## config.mk

```make
export PLATFORM = sky130hd
export DESIGN_NAME = pow2_wdog
export DESIGN_NICKNAME = d
export VERILOG_FILES = /design/src/rtl/pow2_wdog_pkg.sv /design/src/rtl/pow2_wdog_regs.sv /design/src/rtl/pow2_wdog_loader.sv /design/src/rtl/pow2_wdog_prescale.sv /design/src/rtl/pow2_wdog_counter.sv /design/src/rtl/pow2_wdog.sv
export SDC_FILE = /design/constraint.sdc
export NUM_CORES = 1
export LEC_CHECK = 0
export BUFFER_PORTS_ARGS = -buffer_cell sky130_fd_sc_hd__buf_4
export CORE_ASPECT_RATIO = 1.75
export CORE_MARGIN = 1
export CORE_UTILIZATION = 45
export DETAILED_ROUTE_END_ITERATION = 6
export PLACE_DENSITY = 0.67
export SKIP_CTS_REPAIR_TIMING = 1
export SLEW_MARGIN = 10
export SYNTH_ARGS = -nofsm -noshare
export SYNTH_HDL_FRONTEND = slang
export SYNTH_SLANG_ARGS = --single-unit
```

## constraint.sdc

```tcl
create_clock -name clk -period 9.05 [get_ports clk]
set_input_delay 0 -clock clk [delete_from_list [all_inputs] [get_ports clk]]
set_output_delay 0 -clock clk [all_outputs]
set_load 0.03 [all_outputs]
```

## src/rtl/pow2_wdog_pkg.sv

```systemverilog
`timescale 1ns/1ps
package pow2_wdog_pkg;
   localparam int unsigned REG_W      = 32;
   localparam int unsigned CTRL_ADDR  = 0;
   localparam int unsigned COUNT_ADDR = 4;
   localparam int unsigned RES_LSB    = 20;
   localparam int unsigned RSTEN_BIT  = 26;
   localparam int unsigned RUN_BIT    = 27;
   localparam int unsigned BUSY_BIT   = 28;

   typedef enum logic [1:0] {
      SEL_CTRL  = 2'd0,
      SEL_COUNT = 2'd1,
      SEL_NONE  = 2'd2
   } reg_sel_e;
endpackage

```

## src/rtl/pow2_wdog_regs.sv

```systemverilog
`timescale 1ns/1ps
module pow2_wdog_regs
   import pow2_wdog_pkg::*;
#(
   parameter int unsigned CNT_W   = 20,
   parameter int unsigned RES_W   = 4,
   parameter int unsigned RES_RST = 4,
   parameter int unsigned ADDR_W  = 4
) (
   input  logic              clk,
   input  logic              rst_n,
   input  logic              wr_en_i,
   input  logic [ADDR_W-1:0] addr_i,
   input  logic [REG_W-1:0]  wdata_i,
   input  logic [CNT_W-1:0]  count_i,
   input  logic              busy_i,
   output logic              run_en_o,
   output logic              rst_en_o,
   output logic [RES_W-1:0]  res_o,
   output logic [CNT_W-1:0]  reload_o,
   output logic              cnt_wr_o,
   output logic [REG_W-1:0]  rdata_o
);
   reg_sel_e   sel;
   logic       wr_ctrl;
   logic       unused_wbits;

   always_comb begin
      if (addr_i == ADDR_W'(CTRL_ADDR))       sel = SEL_CTRL;
      else if (addr_i == ADDR_W'(COUNT_ADDR)) sel = SEL_COUNT;
      else                                    sel = SEL_NONE;
   end

   assign wr_ctrl      = wr_en_i && (sel == SEL_CTRL);
   assign cnt_wr_o     = wr_ctrl && (wdata_i[CNT_W-1:0] != reload_o);
   assign unused_wbits = ^wdata_i;

   always_ff @(posedge clk or negedge rst_n) begin
      if (!rst_n) begin
         run_en_o <= 1'b0;
         rst_en_o <= 1'b0;
         res_o    <= RES_W'(RES_RST);
         reload_o <= '0;
      end else if (wr_ctrl) begin
         run_en_o <= wdata_i[RUN_BIT];
         rst_en_o <= wdata_i[RSTEN_BIT];
         res_o    <= wdata_i[RES_LSB +: RES_W];
         reload_o <= wdata_i[CNT_W-1:0];
      end
   end

   always_comb begin
      rdata_o = '0;
      unique case (sel)
         SEL_CTRL: begin
            rdata_o[CNT_W-1:0]         = reload_o;
            rdata_o[RES_LSB +: RES_W]  = res_o;
            rdata_o[RSTEN_BIT]         = rst_en_o;
            rdata_o[RUN_BIT]           = run_en_o;
            rdata_o[BUSY_BIT]          = busy_i;
         end
         SEL_COUNT: rdata_o[CNT_W-1:0] = count_i;
         default:   rdata_o            = '0;
      endcase
   end
endmodule

```

## src/rtl/pow2_wdog_loader.sv

```systemverilog
`timescale 1ns/1ps
module pow2_wdog_loader #(
   parameter int unsigned LOAD_CYC = 4
) (
   input  logic clk,
   input  logic rst_n,
   input  logic start_i,
   output logic busy_o,
   output logic load_go_o
);
   generate
      if (LOAD_CYC == 0) begin : g_direct
         logic unused_clk;
         assign unused_clk = clk ^ rst_n;
         assign busy_o     = 1'b0;
         assign load_go_o  = start_i;
      end else begin : g_delay
         localparam int unsigned BW = $clog2(LOAD_CYC + 1);
         logic [BW-1:0] left_q;

         always_ff @(posedge clk or negedge rst_n) begin
            if (!rst_n)              left_q <= '0;
            else if (start_i)        left_q <= BW'(LOAD_CYC);
            else if (left_q != '0)   left_q <= left_q - 1'b1;
         end

         assign busy_o    = (left_q != '0);
         assign load_go_o = (left_q == BW'(1)) && !start_i;
      end
   endgenerate
endmodule

```

## src/rtl/pow2_wdog_prescale.sv

```systemverilog
`timescale 1ns/1ps
module pow2_wdog_prescale #(
   parameter int unsigned RES_W    = 4,
   parameter int unsigned REF_LOG2 = 15
) (
   input  logic             clk,
   input  logic             rst_n,
   input  logic             run_i,
   input  logic             clear_i,
   input  logic             ref_i,
   input  logic [RES_W-1:0] res_i,
   output logic             tick_o
);
   localparam int unsigned SH_W = $clog2(REF_LOG2 + 1);

   logic [REF_LOG2-1:0] pres_q;
   logic [SH_W-1:0]     shamt;
   logic [REF_LOG2:0]   span;
   logic [REF_LOG2:0]   last;

   assign shamt  = SH_W'(REF_LOG2) - SH_W'(res_i);
   assign span   = (REF_LOG2+1)'(1) << shamt;
   assign last   = span - 1'b1;
   assign tick_o = run_i && ref_i && ({1'b0, pres_q} >= last);

   always_ff @(posedge clk or negedge rst_n) begin
      if (!rst_n)                pres_q <= '0;
      else if (clear_i || !run_i) pres_q <= '0;
      else if (ref_i)            pres_q <= tick_o ? '0 : pres_q + 1'b1;
   end
endmodule

```

## src/rtl/pow2_wdog_counter.sv

```systemverilog
`timescale 1ns/1ps
module pow2_wdog_counter #(
   parameter int unsigned CNT_W = 20
) (
   input  logic             clk,
   input  logic             rst_n,
   input  logic             load_go_i,
   input  logic [CNT_W-1:0] load_val_i,
   input  logic             tick_i,
   input  logic             rst_en_i,
   output logic [CNT_W-1:0] count_o,
   output logic             expire_o
);
   always_ff @(posedge clk or negedge rst_n) begin
      if (!rst_n) begin
         count_o  <= '0;
         expire_o <= 1'b0;
      end else begin
         expire_o <= 1'b0;
         if (load_go_i) begin
            count_o <= load_val_i;
         end else if (tick_i && (count_o != '0)) begin
            count_o <= count_o - 1'b1;
            if ((count_o == CNT_W'(1)) && rst_en_i) expire_o <= 1'b1;
         end
      end
   end
endmodule

```

## src/rtl/pow2_wdog.sv

```systemverilog
`timescale 1ns/1ps
module pow2_wdog
   import pow2_wdog_pkg::*;
#(
   parameter int unsigned CNT_W    = 20,
   parameter int unsigned RES_W    = 4,
   parameter int unsigned RES_RST  = 4,
   parameter int unsigned REF_LOG2 = 15,
   parameter int unsigned LOAD_CYC = 4,
   parameter int unsigned ADDR_W   = 4
) (
   input  logic              clk,
   input  logic              rst_n,
   input  logic              ref_tick_i,
   input  logic              wr_en_i,
   input  logic [ADDR_W-1:0] addr_i,
   input  logic [31:0]       wdata_i,
   output logic [31:0]       rdata_o,
   output logic              sys_rst_o
);
   localparam int unsigned RES_MAX = (1 << RES_W) - 1;

   initial begin
      if (CNT_W < 1 || CNT_W > RES_LSB)
         $error("pow2_wdog: CNT_W must be 1..%0d", RES_LSB);
      if (RES_W < 1 || RES_W > 4)
         $error("pow2_wdog: RES_W must be 1..4");
      if (RES_MAX > REF_LOG2)
         $error("pow2_wdog: largest resolution exceeds REF_LOG2");
      if (RES_RST > RES_MAX)
         $error("pow2_wdog: RES_RST out of range");
      if (ADDR_W < 3)
         $error("pow2_wdog: ADDR_W too narrow for the count address");
   end

   logic             run_en;
   logic             rst_en;
   logic [RES_W-1:0] res;
   logic [CNT_W-1:0] reload;
   logic [CNT_W-1:0] load_val;
   logic [CNT_W-1:0] cnt;
   logic             cnt_wr;
   logic             busy;
   logic             load_go;
   logic             tick;

   pow2_wdog_regs #(
      .CNT_W(CNT_W), .RES_W(RES_W), .RES_RST(RES_RST), .ADDR_W(ADDR_W)
   ) u_regs (
      .clk(clk), .rst_n(rst_n), .wr_en_i(wr_en_i), .addr_i(addr_i),
      .wdata_i(wdata_i), .count_i(cnt), .busy_i(busy),
      .run_en_o(run_en), .rst_en_o(rst_en), .res_o(res),
      .reload_o(reload), .cnt_wr_o(cnt_wr), .rdata_o(rdata_o)
   );

   pow2_wdog_loader #(.LOAD_CYC(LOAD_CYC)) u_load (
      .clk(clk), .rst_n(rst_n), .start_i(cnt_wr),
      .busy_o(busy), .load_go_o(load_go)
   );

   generate
      if (LOAD_CYC == 0) begin : g_val_direct
         assign load_val = wdata_i[CNT_W-1:0];
      end else begin : g_val_reg
         assign load_val = reload;
      end
   endgenerate

   pow2_wdog_prescale #(.RES_W(RES_W), .REF_LOG2(REF_LOG2)) u_pres (
      .clk(clk), .rst_n(rst_n), .run_i(run_en && !busy), .clear_i(load_go),
      .ref_i(ref_tick_i), .res_i(res), .tick_o(tick)
   );

   pow2_wdog_counter #(.CNT_W(CNT_W)) u_cnt (
      .clk(clk), .rst_n(rst_n), .load_go_i(load_go), .load_val_i(load_val),
      .tick_i(tick), .rst_en_i(rst_en), .count_o(cnt), .expire_o(sys_rst_o)
   );
endmodule

```

==> results.ini <==
[pwr]
total_leakage_power_nw=2.28
p_total_mw=1.24
vdd_ir_drop_max_mv=0.158
p_per_area_nw_per_um2=225

[place]
dp_cells=632
place.gp.congestion=0.863
placement_cell_area_um2=4900
dp.final_hpwl_mm=8.25
port_buffers=61

[routing]
totalWireLength_mm=11.9
wl_per_cell_um=17.6
detail_route.iter0.violations=332
remaining_drc_errors=0
vias=4078
viasPerCell=6.03
drt-pass1-iter-count=5
antenna_violating_nets_post_route=0

[die]
rows=47
placeableCoreArea_um2=9470
die_width_um=76.6
count_of_boundary_i_o_pins=73
chipHeight_um=132
floorplan.die_area_um2=10100
floorplan.initialDensity_pct=46.2

[critical_path]
reg2reg_to=u_pres.pres_q[11]
critical_path_source=u_regs.res_o[3]
worstPathCellList=and2_1 -> nand3_1 -> ha_1 -> nor2_1 -> nand2_1 -> a211oi_1 -> a21oi_1 -> ha_1 -> a21o_1 -> a21oi_1 -> o211ai_1 -> a21oi_4 -> o21ai_0 -> a311oi_1
cp-start-kind=flop
worst_setup_path_end_kind=flop
arrival_ps=5100
ff2ff_path_depth=14
worstPathMaxFanout=51
timing.critical_path.required_ps=9270
critPathMaxStageDelay_ps=980
worstSetupPathType=flop to flop
crit_path_end=u_pres.pres_q[11]
worst-r2r-setup-slack_ps=4170
critPathSlowestCell=sky130_fd_sc_hd__a21oi_4
timing.rr.start=u_regs.res_o[3]

[timing]
fmaxAchievable_mhz=205
transition_time_of_the_tightest_slew_check_pin_ps=1180
report.final.hold_viol_count=0
finalHoldWorstSlack_ps=257
slew_violations=0
setup_skew_after_layout_ps=6.14
fin_crit_ps=4880
timing.final.setup_violations=0
rsz_0062_raised_after_global_routing=no
max_slew_margin_pct=21.0
finalSetupTns_ps=0
period_share_pct=53.9

[logic_synthesis]
synth_largest_area_cell=sky130_fd_sc_hd__dfrtp_1
synth.yosys.warnings=0
ys_seq_area_share_pct=37.2
synth-async-reset-ratio_pct=100
synth_area_um2=4380
syn_inst=477
post_synth.cell_area_avg_um2=9.18
synth_enable_flop_cells=0
synth-seq-cells=65
synthTopCellsByArea=sky130_fd_sc_hd__dfrtp_1, sky130_fd_sc_hd__mux2_2, sky130_fd_sc_hd__ha_1
yosys.cell_types.count=50
synth_top_flop_cell=sky130_fd_sc_hd__dfrtp_1
synth_top_area_share_pct=36.6
yosys-top-cells-count=sky130_fd_sc_hd__dfrtp_1, sky130_fd_sc_hd__nand2_1, sky130_fd_sc_hd__nor2_1
synthMostInstantiatedCell=sky130_fd_sc_hd__dfrtp_1

[global_routing]
global_route_wire_length_before_repair_mm=19.2
number_of_antenna_violations_at_the_first_check_in_global_routing=0
track_usage_pct=24.0
grt_pass1_vias=3950
grt_start_max_net_pins=66
global_route.overflow_total=0

[job]
max_cap_viol_count=0

[final_layout]
final.fill_count=855
diodes=0
final_cell_area_um2=5490
multi_input_area_um2=2580
final_layout_size_suffix_gt1_share_pct=21.1
final_cells=676
seqCellArea_um2=1630
finish.net_count=611
area_growth_syn_to_layout_pct=25.4

[clock_tree]
cts.clk_slew.worst_paths_ps=60
tritoncts_num_sinks=65
clock_tree.root_cell=sky130_fd_sc_hd__clkbuf_16
clk-insertion-delay-late_ps=330
cts_inserted_buffers=9
clockBufferDepth=2
tritoncts_clock_tree=yes
cts.htree.levels=3

[min_path]
hold_class=input port to flop

[outcome]
result_of_the_run=complete, no violations

[per-stage QoR]
step	utilization (%)	setup WS [ps]
finish	58.0	4170
global route	58.0	3780
CTS	55.0	4150
detailed placement	51.8	4170
global placement	51.8	4290
floorplan	-	5310
[routing by layer]
| metal | vias to the layer above | track usage [%] | wire, um | share of wire, % |
|---|---|---|---|---|
| li1 | 1936 | - | - | - |
| met1 | 1993 | 25.5 | 4460 | 37 |
| met2 | 122 | 45.4 | 6670 | 56 |
| met3 | 27 | 3.52 | 388 | 3.3 |
| met4 | 0 | 11.0 | 390 | 3.3 |
| met5 | - | 0 | 0 | 0 |
[kinds of logic (layout without fill, tap and decap cells)]
family | after synthesis | in the layout | synth area share (%)
adders and majority gates | 22 | 22 | 6.29
muxes | 28 | 28 | 7.15
DFF | 65 | 65 | 37.2
xor gates and xnor gates | 22 | 22 | 4.40
buffers and inverters | 49 | 122 | 4.72
AOI/OAI and AO/OA | 119 | 119 | 19.4
other | 1 | 5 | 0.0857
and+or+nand+nor | 171 | 171 | 20.7
[registers in the layout, indices dropped and copies added, names as in the netlist]
register               flops
u_pres.pres_q             15
u_regs.run_en_o            1
u_load.g_delay.left_q      3
u_cnt.count_o             20
u_regs.rst_en_o            1
u_regs.reload_o           20
u_regs.res_o               4
u_cnt.expire_o             1
[how the worst min path moves through the flow]
| stage | startpoint | endpoint | slack [ps] | depth (start not counted) |
|---|---|---|---|---|
| 3_3_place_gp | rst_n | u_regs.reload_o[16] | 160 | 1 |
| 6_report | wr_en_i | u_regs.run_en_o | 260 | 3 |
| 3_5_place_dp | rst_n | u_regs.reload_o[13] | 170 | 1 |
| 5_1_grt | wr_en_i | u_regs.run_en_o | 290 | 3 |
| 2_1_floorplan | rst_n | u_cnt.count_o[0] | -300 | 0 |
| 4_1_cts | rst_n | u_regs.reload_o[16] | -190 | 1 |
[power by group]
part,internal (mW),leakage (nW),switching [mW],total [mW]
registers,0.374,0.812,0.109,0.483
clock network,0.221,0.145,0.133,0.354
logic,0.179,1.32,0.221,0.400
[cell usage in the layout, fill, tap and decap left out, drive strengths merged, types with 17 or more instances in the layout]
cell / count
a31oi: 28
xnor2: 21
a21oi: 18
buf: 65
or4: 17
dfrtp: 64
dlygate4sd3: 28
nand3: 27
mux2: 26
a22o: 21
nor2: 30
ha: 22
nand2: 34
[area by class of cell]
cell class	count	share of cell area (%)
Sequential cell	65	29.7
Clock buffer	10	4.35
Multi-Input combinational cell	367	47.1
Tap cell	122	2.78
Clock inverter	6	1.23
Inverter	13	0.889
Timing Repair Buffer	93	14.0
[critical path, delay by kind of cell (launching register included)]
| kind | cells | cell delay [ps] |
|---|---|---|
| AND/OR/NAND/NOR | 4 | 870 |
| AO/OA/AOI/OAI | 8 | 2570 |
| adder cells (fa/ha/maj) | 2 | 700 |
| flip-flops | 1 | 620 |
Power figures use the tool's default switching activity.
